$ cat src/rtl/chain_arb_pkg.sv
package chain_arb_pkg;
    typedef enum logic [2:0] {
        ST_BOOT,
        ST_IDLE,
        ST_REQUEST,
        ST_WAIT_FREE,
        ST_OWN
    } arb_state_t;
endpackage

$ cat src/rtl/line_sync.sv
// Multi-bit, multi-stage level synchronizer for sensed bus lines.
module line_sync #(
    parameter int              WIDTH   = 3,
    parameter int              STAGES  = 2,
    parameter logic [WIDTH-1:0] RST_VAL = '1
) (
    input  logic             clk,
    input  logic             rst_n,
    input  logic [WIDTH-1:0] d,
    output logic [WIDTH-1:0] q
);
    logic [WIDTH-1:0] pipe [STAGES];

    always_ff @(posedge clk or negedge rst_n) begin
        if (!rst_n) pipe[0] <= RST_VAL;
        else        pipe[0] <= d;
    end

    generate
        for (genvar s = 1; s < STAGES; s++) begin : g_stage
            always_ff @(posedge clk or negedge rst_n) begin
                if (!rst_n) pipe[s] <= RST_VAL;
                else        pipe[s] <= pipe[s-1];
            end
        end
    endgenerate

    assign q = pipe[STAGES-1];
endmodule

$ cat src/rtl/boot_reset_timer.sv
// Holds the system reset pull active for RESET_CYCLES samples after reset.
module boot_reset_timer #(
    parameter int RESET_CYCLES = 512
) (
    input  logic clk,
    input  logic rst_n,
    output logic busy
);
    localparam int CW = $clog2(RESET_CYCLES + 1);
    localparam logic [CW-1:0] LAST = CW'(RESET_CYCLES - 1);

    logic [CW-1:0] cnt;

    always_ff @(posedge clk or negedge rst_n) begin
        if (!rst_n) begin
            cnt  <= '0;
            busy <= 1'b1;
        end else if (busy) begin
            cnt <= cnt + 1'b1;
            if (cnt == LAST) busy <= 1'b0;
        end
    end
endmodule

$ cat src/rtl/arb_fsm.sv
// Ownership sequencer: request, wait for grant, wait for bus free, own, release.
module arb_fsm
    import chain_arb_pkg::*;
(
    input  logic clk,
    input  logic rst_n,
    input  logic boot_busy,
    input  logic client_req,
    input  logic client_done,
    input  logic grant_s_n,
    input  logic as_s_n,
    input  logic ack_s_n,
    output logic req_pull,
    output logic ack_pull,
    output logic pass_en
);
    arb_state_t state, nxt;

    always_ff @(posedge clk or negedge rst_n) begin
        if (!rst_n) state <= ST_BOOT;
        else        state <= nxt;
    end

    always_comb begin
        nxt = state;
        unique case (state)
            ST_BOOT:      if (!boot_busy)           nxt = ST_IDLE;       // boot_done
            ST_IDLE:      if (client_req)           nxt = ST_REQUEST;    // client_ask
            ST_REQUEST:   if (!grant_s_n)           nxt = ST_WAIT_FREE;  // grant_seen
            ST_WAIT_FREE: begin
                if (grant_s_n)                      nxt = ST_REQUEST;    // grant_lost
                else if (as_s_n && ack_s_n)         nxt = ST_OWN;        // bus_free
            end
            ST_OWN:       if (client_done)          nxt = ST_IDLE;       // client_fin
            default:                                nxt = ST_IDLE;
        endcase
    end

    always_comb begin
        req_pull = 1'b0;
        ack_pull = 1'b0;
        pass_en  = 1'b0;
        unique case (state)
            ST_BOOT, ST_IDLE:         pass_en  = 1'b1;
            ST_REQUEST, ST_WAIT_FREE: req_pull = 1'b1;
            ST_OWN:                   ack_pull = 1'b1;
            default:                  pass_en  = 1'b1;
        endcase
    end
endmodule

$ cat src/rtl/chain_bus_requester.sv
// Secondary-master requester on a daisy-chained grant bus.
module chain_bus_requester #(
    parameter int RESET_CYCLES = 512,
    parameter int SYNC_STAGES  = 2
) (
    input  logic clk,
    input  logic rst_n,
    input  logic client_req,
    input  logic client_done,
    output logic client_grant,
    input  logic grant_in_n,
    output logic grant_out_n,
    input  logic as_line_n,
    input  logic ack_line_n,
    output logic req_pull,
    output logic ack_pull,
    output logic sysrst_pull
);
    localparam int NLINES = 3;

    logic [NLINES-1:0] raw_lines, sync_lines;
    logic              boot_busy;
    logic              pass_en;

    assign raw_lines = {grant_in_n, as_line_n, ack_line_n};

    line_sync #(
        .WIDTH  (NLINES),
        .STAGES (SYNC_STAGES),
        .RST_VAL({NLINES{1'b1}})
    ) i_sync (
        .clk  (clk),
        .rst_n(rst_n),
        .d    (raw_lines),
        .q    (sync_lines)
    );

    boot_reset_timer #(
        .RESET_CYCLES(RESET_CYCLES)
    ) i_boot (
        .clk  (clk),
        .rst_n(rst_n),
        .busy (boot_busy)
    );

    arb_fsm i_fsm (
        .clk        (clk),
        .rst_n      (rst_n),
        .boot_busy  (boot_busy),
        .client_req (client_req),
        .client_done(client_done),
        .grant_s_n  (sync_lines[2]),
        .as_s_n     (sync_lines[1]),
        .ack_s_n    (sync_lines[0]),
        .req_pull   (req_pull),
        .ack_pull   (ack_pull),
        .pass_en    (pass_en)
    );

    assign sysrst_pull  = boot_busy;
    assign client_grant = ack_pull;
    assign grant_out_n  = pass_en ? grant_in_n : 1'b1;
endmodule

$ cat config.mk
export PLATFORM = sky130hd
export DESIGN_NAME = chain_bus_requester
export DESIGN_NICKNAME = d
export VERILOG_FILES = /design/src/rtl/chain_arb_pkg.sv /design/src/rtl/line_sync.sv /design/src/rtl/boot_reset_timer.sv /design/src/rtl/arb_fsm.sv /design/src/rtl/chain_bus_requester.sv
export SDC_FILE = /design/constraint.sdc
export NUM_CORES = 1
export LEC_CHECK = 0
export ABC_AREA = 1
export BUFFER_PORTS_ARGS = -buffer_cell sky130_fd_sc_hd__buf_2
export CAP_MARGIN = 20
export CELL_PAD_IN_SITES_DETAIL_PLACEMENT = 0
export CELL_PAD_IN_SITES_GLOBAL_PLACEMENT = 1
export CORE_MARGIN = 8
export CORE_UTILIZATION = 35
export CTS_CLUSTER_SIZE = 16
export DETAILED_ROUTE_END_ITERATION = 8
export PLACE_DENSITY = 0.66
export SETUP_SLACK_MARGIN = 0.02
export SYNTH_ARGS = -nofsm -noshare
export SYNTH_HDL_FRONTEND = slang
export SYNTH_SLANG_ARGS = --single-unit
$ cat constraint.sdc
create_clock -name clk -period 1.8 [get_ports clk]
set_input_delay 0.36 -clock clk [delete_from_list [all_inputs] [get_ports clk]]
set_output_delay 0.36 -clock clk [all_outputs]
set_load 0.01 [all_outputs]
---- After elaboration in Yosys (flattened, before gate mapping) ----
Index checks and enable logic that the tools add are counted.
storage, ports and cells
  flip-flop bits (word level) ............. 20
  input bits .............................. 7
  output and inout port bits .............. 5
  logic and storage cells ................. 33
cells by class
  add/subtract/negate cells ............... 1
  equal/unequal tests ..................... 10
  multiplexer cells ....................... 12
  reductions and logical operators ........ 5
operator list
  operator               count
  $mux 3                 6
  $pmux 3 s5             1
  $add 10x1->10 const B  1
  $eq 10x9->1 const B    1
  $ne 2x2->1 const B     4
  $eq 3x2->1 const B     2
  $mux 1                 5
  $reduce_and 5->1       1
  $eq 3x1->1 const B     1
  $eq 3x3->1 const B     1
  $logic_not 3->1        1
  $ne 3x2->1 const B     1
  $reduce_or 3->1        1
  $reduce_or 2->1        1
  $logic_and 1x1->1      1

---- Longest topological paths before layout ----
  word-level depth ........................ 4
  gate-level depth with buffers ........... 8
  mapped depth without buffers ............ 8

---- Cells and area by module ----
A second synthesis with hierarchy kept.
second synthesis, totals
  cells, all modules ...................... 120
  area total of the unflattened synthesis .. 996.0 sq um
modules (own cells, without submodules)
  module               instances  cells each  area an instance (sq um)  sequential area each (sq um)
  boot_reset_timer     1          65          546.8                     276.5
  arb_fsm              1          43          254.0                     75.1
  line_sync            1          9           180.2                     157.7
  chain_bus_requester  1          3           15.0                      0.0

---- Worst setup path before layout ----
No wires, ideal clock.
  path type ............................... flip-flop to output port
  start ................................... register i_fsm.state[1]
  end ..................................... output grant_out_n
  data arrival time ....................... 0.985 ns
  data required time ...................... 1.440 ns
  slack ................................... 0.455 ns
  stages on the path, launching flop included .. 5
  path buffers ............................ 0
  cell sequence ........................... dfrtp_1 > inv_2 > nand2_1 > nor2_1 > or3_1
on the way
  longest elaborated chain between the ends .. 3
  elaborated cells between the ends (all ways) .. 5
  those cells by class .................... eq/ne (3); mux (1); reduce/logical (1)
ends and longest elaborated chain
  item                                      RTL line                   RTL
  start: declaration                        arb_fsm.sv:17              arb_state_t state, nxt;
  start signal: assignment                  arb_fsm.sv:21              else state <= nxt;
  $eq 3x2->1 or $eq 3x3->1 (tied branches)  arb_fsm.sv:43              unique case (state)
  $reduce_or 3->1 (no line) (*)             n/a
  $mux 1 (*)                                chain_bus_requester.sv:62  assign grant_out_n = pass_en ? grant_in_n : 1'b1;
  end: declaration                          chain_bus_requester.sv:12  output logic grant_out_n,
Mark *: on every way between the ends. The rest lies on a longest branch, timed or not.

---- Worst setup path after layout ----
Ends and elaborated chain as after synthesis.

==> results.json <==
{
  "antenna_cells_inserted": 0,
  "syn-instance-count": 102,
  "h_tree_levels": 1,
  "cellLeakagePower_nw": 0.599,
  "criticalPathCategory": "reg -> out",
  "final_period_minus_worst_setup_slack_ns": 1.69,
  "clockBufferDepth": 2,
  "grt_overflow": 0,
  "synth_area_leader_cell": "dfrtp_1",
  "cap_violations": 0,
  "routed_wirelength_microns": 1570,
  "worstPathRequired_ns": 1.44,
  "track_usage_pct": 7.83,
  "die-width_microns": 67.4,
  "peakVddDrop_uv": 720,
  "postLayoutSetupSlackWorst_ns": 0.107,
  "rsz0062_at_grt": "no",
  "synth_nets": 110,
  "port_buffers": 11,
  "power.internal_uw": 890,
  "pre_cts_slack_ns": 0.346,
  "p_sw_uw": 390,
  "netlist.area_leader.share_pct": 35.2,
  "core-area_sq_mm": 0.00250,
  "final_max_slew_viol_count": 0,
  "setup_violations": 0,
  "cts_tree": "yes",
  "placed_cell_count": 142,
  "largest_cells_by_area_after_synthesis": "dfrtp_1, dfstp_2, nand2_1",
  "status": "complete, no violations",
  "post-route-drc-count": 0,
  "post_synth_num_cell_types": 19,
  "final.hold.worst_slack_ns": 0.146,
  "initial_antenna_violation_count": 0,
  "power_frac_clock_pct": 28.0,
  "synthesis.yosys.warnings": 0,
  "share_seq_of_total_power_pct": 41.7,
  "share_of_synthesized_registers_carrying_an_async_set_or_reset_pct": 100,
  "layout.core_utilization_pct": 44.2,
  "synthToLayoutAreaGrowth_pct": 19.6,
  "arrival_ns": 1.33,
  "grt_first_pass_wirelength_microns": 2870,
  "first_pass_iters": 4,
  "synthFlopType": "dfrtp_1",
  "grt_max_degree": 21,
  "dieArea_sq_mm": 0.00454,
  "final_nets": 130,
  "worst-path-max-fanout": 4,
  "cts_sinks": 20,
  "grt_pass1_vias": 685,
  "synth.top_cells.by_count": "nand2_1, inv_1, dfrtp_1, nor2_1",
  "post_route_cells_drive_above_1_share_pct": 29.8,
  "cts_made_buffers": 3,
  "pwr_density_cell_mw_per_mm2": 1160,
  "dp_hpwl_microns": 1170,
  "setup.worst_path.end_class": "output port",
  "mappedNetlistArea_sq_um": 925,
  "post-route-period-util_pct": 94.1,
  "rows": 18,
  "layoutNonFillerInstCount": 151,
  "ys_seq_area_share_pct": 55.1,
  "holdCritPathClass": "in -> reg",
  "synth.avg_cell_area_sq_um": 9.07,
  "worst_slew_margin_rel_pct": 71.3,
  "worst_setup_path_start_kind": "flop",
  "fin_tns_setup_ns": 0,
  "synth_edf_count": 0,
  "drt_iter0_drc": 14,
  "clkTransAtPathRegs_ns": 0.11,
  "synth.most_common_cell": "nand2_1",
  "power.combinational.fraction_pct": 30.3,
  "final-hold-violation-count": 0,
  "die_y_microns": 67.4,
  "power_switching_share_pct": 30.5,
  "gp_routability_congestion": 0.870,
  "synth.ff_latch_count": 20,
  "detail_route.wl_per_cell_microns": 10.4,
  "boundaryPins": 12,
  "ctsRootBufferMaster": "clkbuf_4",
  "detailroute.via_count": 682,
  "detail_route.vias_per_cell": 4.52,
  "fmax_mhz": 591,
  "initial_core_util_pct": 37.0,
  "worst_slew_pin_slew_ns": 0.430,
  "fin_skew_ns": 0.00629,
  "clkLatencyLatePin_ns": 0.30,
  "antenna_left": 0
}
path summary, 6_finish.rpt:
check | startpoint | endpoint | slack (ns) | cells after the start
setup / recovery | i_fsm.state[1] | grant_out_n | 0.11 | 4
hold / removal | as_line_n | i_sync.pipe[4] | 0.15 | 1
setup reg to reg | i_fsm.state[1] | i_fsm.state[1] | 0.55 | 6
hold reg to reg | i_sync.pipe[4] | i_sync.q[1] | 0.36 | 0
max in group asynchronous | rst_n | i_sync.q[1] | 0.94 | 2
min in group asynchronous | rst_n | i_fsm.state[0] | 0.53 | 2
flip-flops by register name, indices dropped and copies added (netlist names):
name / flops
i_boot.busy: 1
i_boot.cnt: 10
i_fsm.state: 3
i_sync.pipe: 3
i_sync.q: 3
routing by layer:
metal | GRT usage [%] | share of wire [%]
met3 | 1.99 | 4.1
met4 | 2.35 | 1.1
met2 | 12.7 | 45
met1 | 10.0 | 50
met5 | 0 | 0
layout make-up:
type / instances / area (sq um)
repair buffers: 16 / 95.1
inverters: 17 / 63.8
clock buffers: 3 / 22.5
clock inverters: 1 / 30.0
fillers: 249 / 1390
multi-input cells: 64 / 347
well taps: 30 / 37.5
flip-flops and latches: 20 / 510
what timing repair did:
item	CTS	global route
endpoints found under the hold margin	13	0
resized for setup	0	3
endpoints found under the setup margin	1	1
hold buffers	1	0
buffers inserted	1	3
metrics by stage:
step | power, mW | cell area, sq um
final | 1.28 | 1110
after global routing | 1.38 | 1110
after CTS | 1.24 | 1080
after detailed placement | 0.853 | 1010
after global placement | 0.858 | 1010
after floorplan | 0.772 | 925
logic make-up after synthesis:
family | count (synthesis) | synth area share [%]
simple gates | 53 | 27.6
flops | 20 | 55.1
buf+inv | 18 | 7.71
xor+xnor | 7 | 6.63
compound gates | 3 | 1.62
fa+ha+maj | 1 | 1.35
placed cells by master (no fill, tap or decap):
master         instances
buf_2                 11
buf_4                  4
bufinv_16              1
clkbuf_4               3
dfrtp_1               12
dfrtp_2                1
dfstp_2                7
dlygate4sd3_1          1
ha_1                   1
inv_1                 14
inv_2                  3
nand2_1               22
nand2_2                3
nand3_1                7
nand3_2                1
nand4_1                4
nor2_1                10
nor2_4                 1
nor3_1                 3
nor3_4                 1
o21ai_0                3
or3_1                  1
xnor2_1                2
xor2_1                 5
power by group through the flow:
stage | sequential (mW) | clock (mW) | combinational, mW
after global placement | 0.552 | 0 | 0.306
after detailed placement | 0.554 | 0 | 0.299
after floorplan | 0.542 | 0 | 0.230
after global routing | 0.537 | 0.389 | 0.453
final | 0.533 | 0.359 | 0.387
after CTS | 0.536 | 0.373 | 0.330
critical path, stage by stage (launching register included):
cell and delay, ns:
dfrtp_1 0.41, inv_2 0.11, nor2_4 0.04, or3_1 0.33, buf_2 0.14
Power figures use the tool's default switching activity.
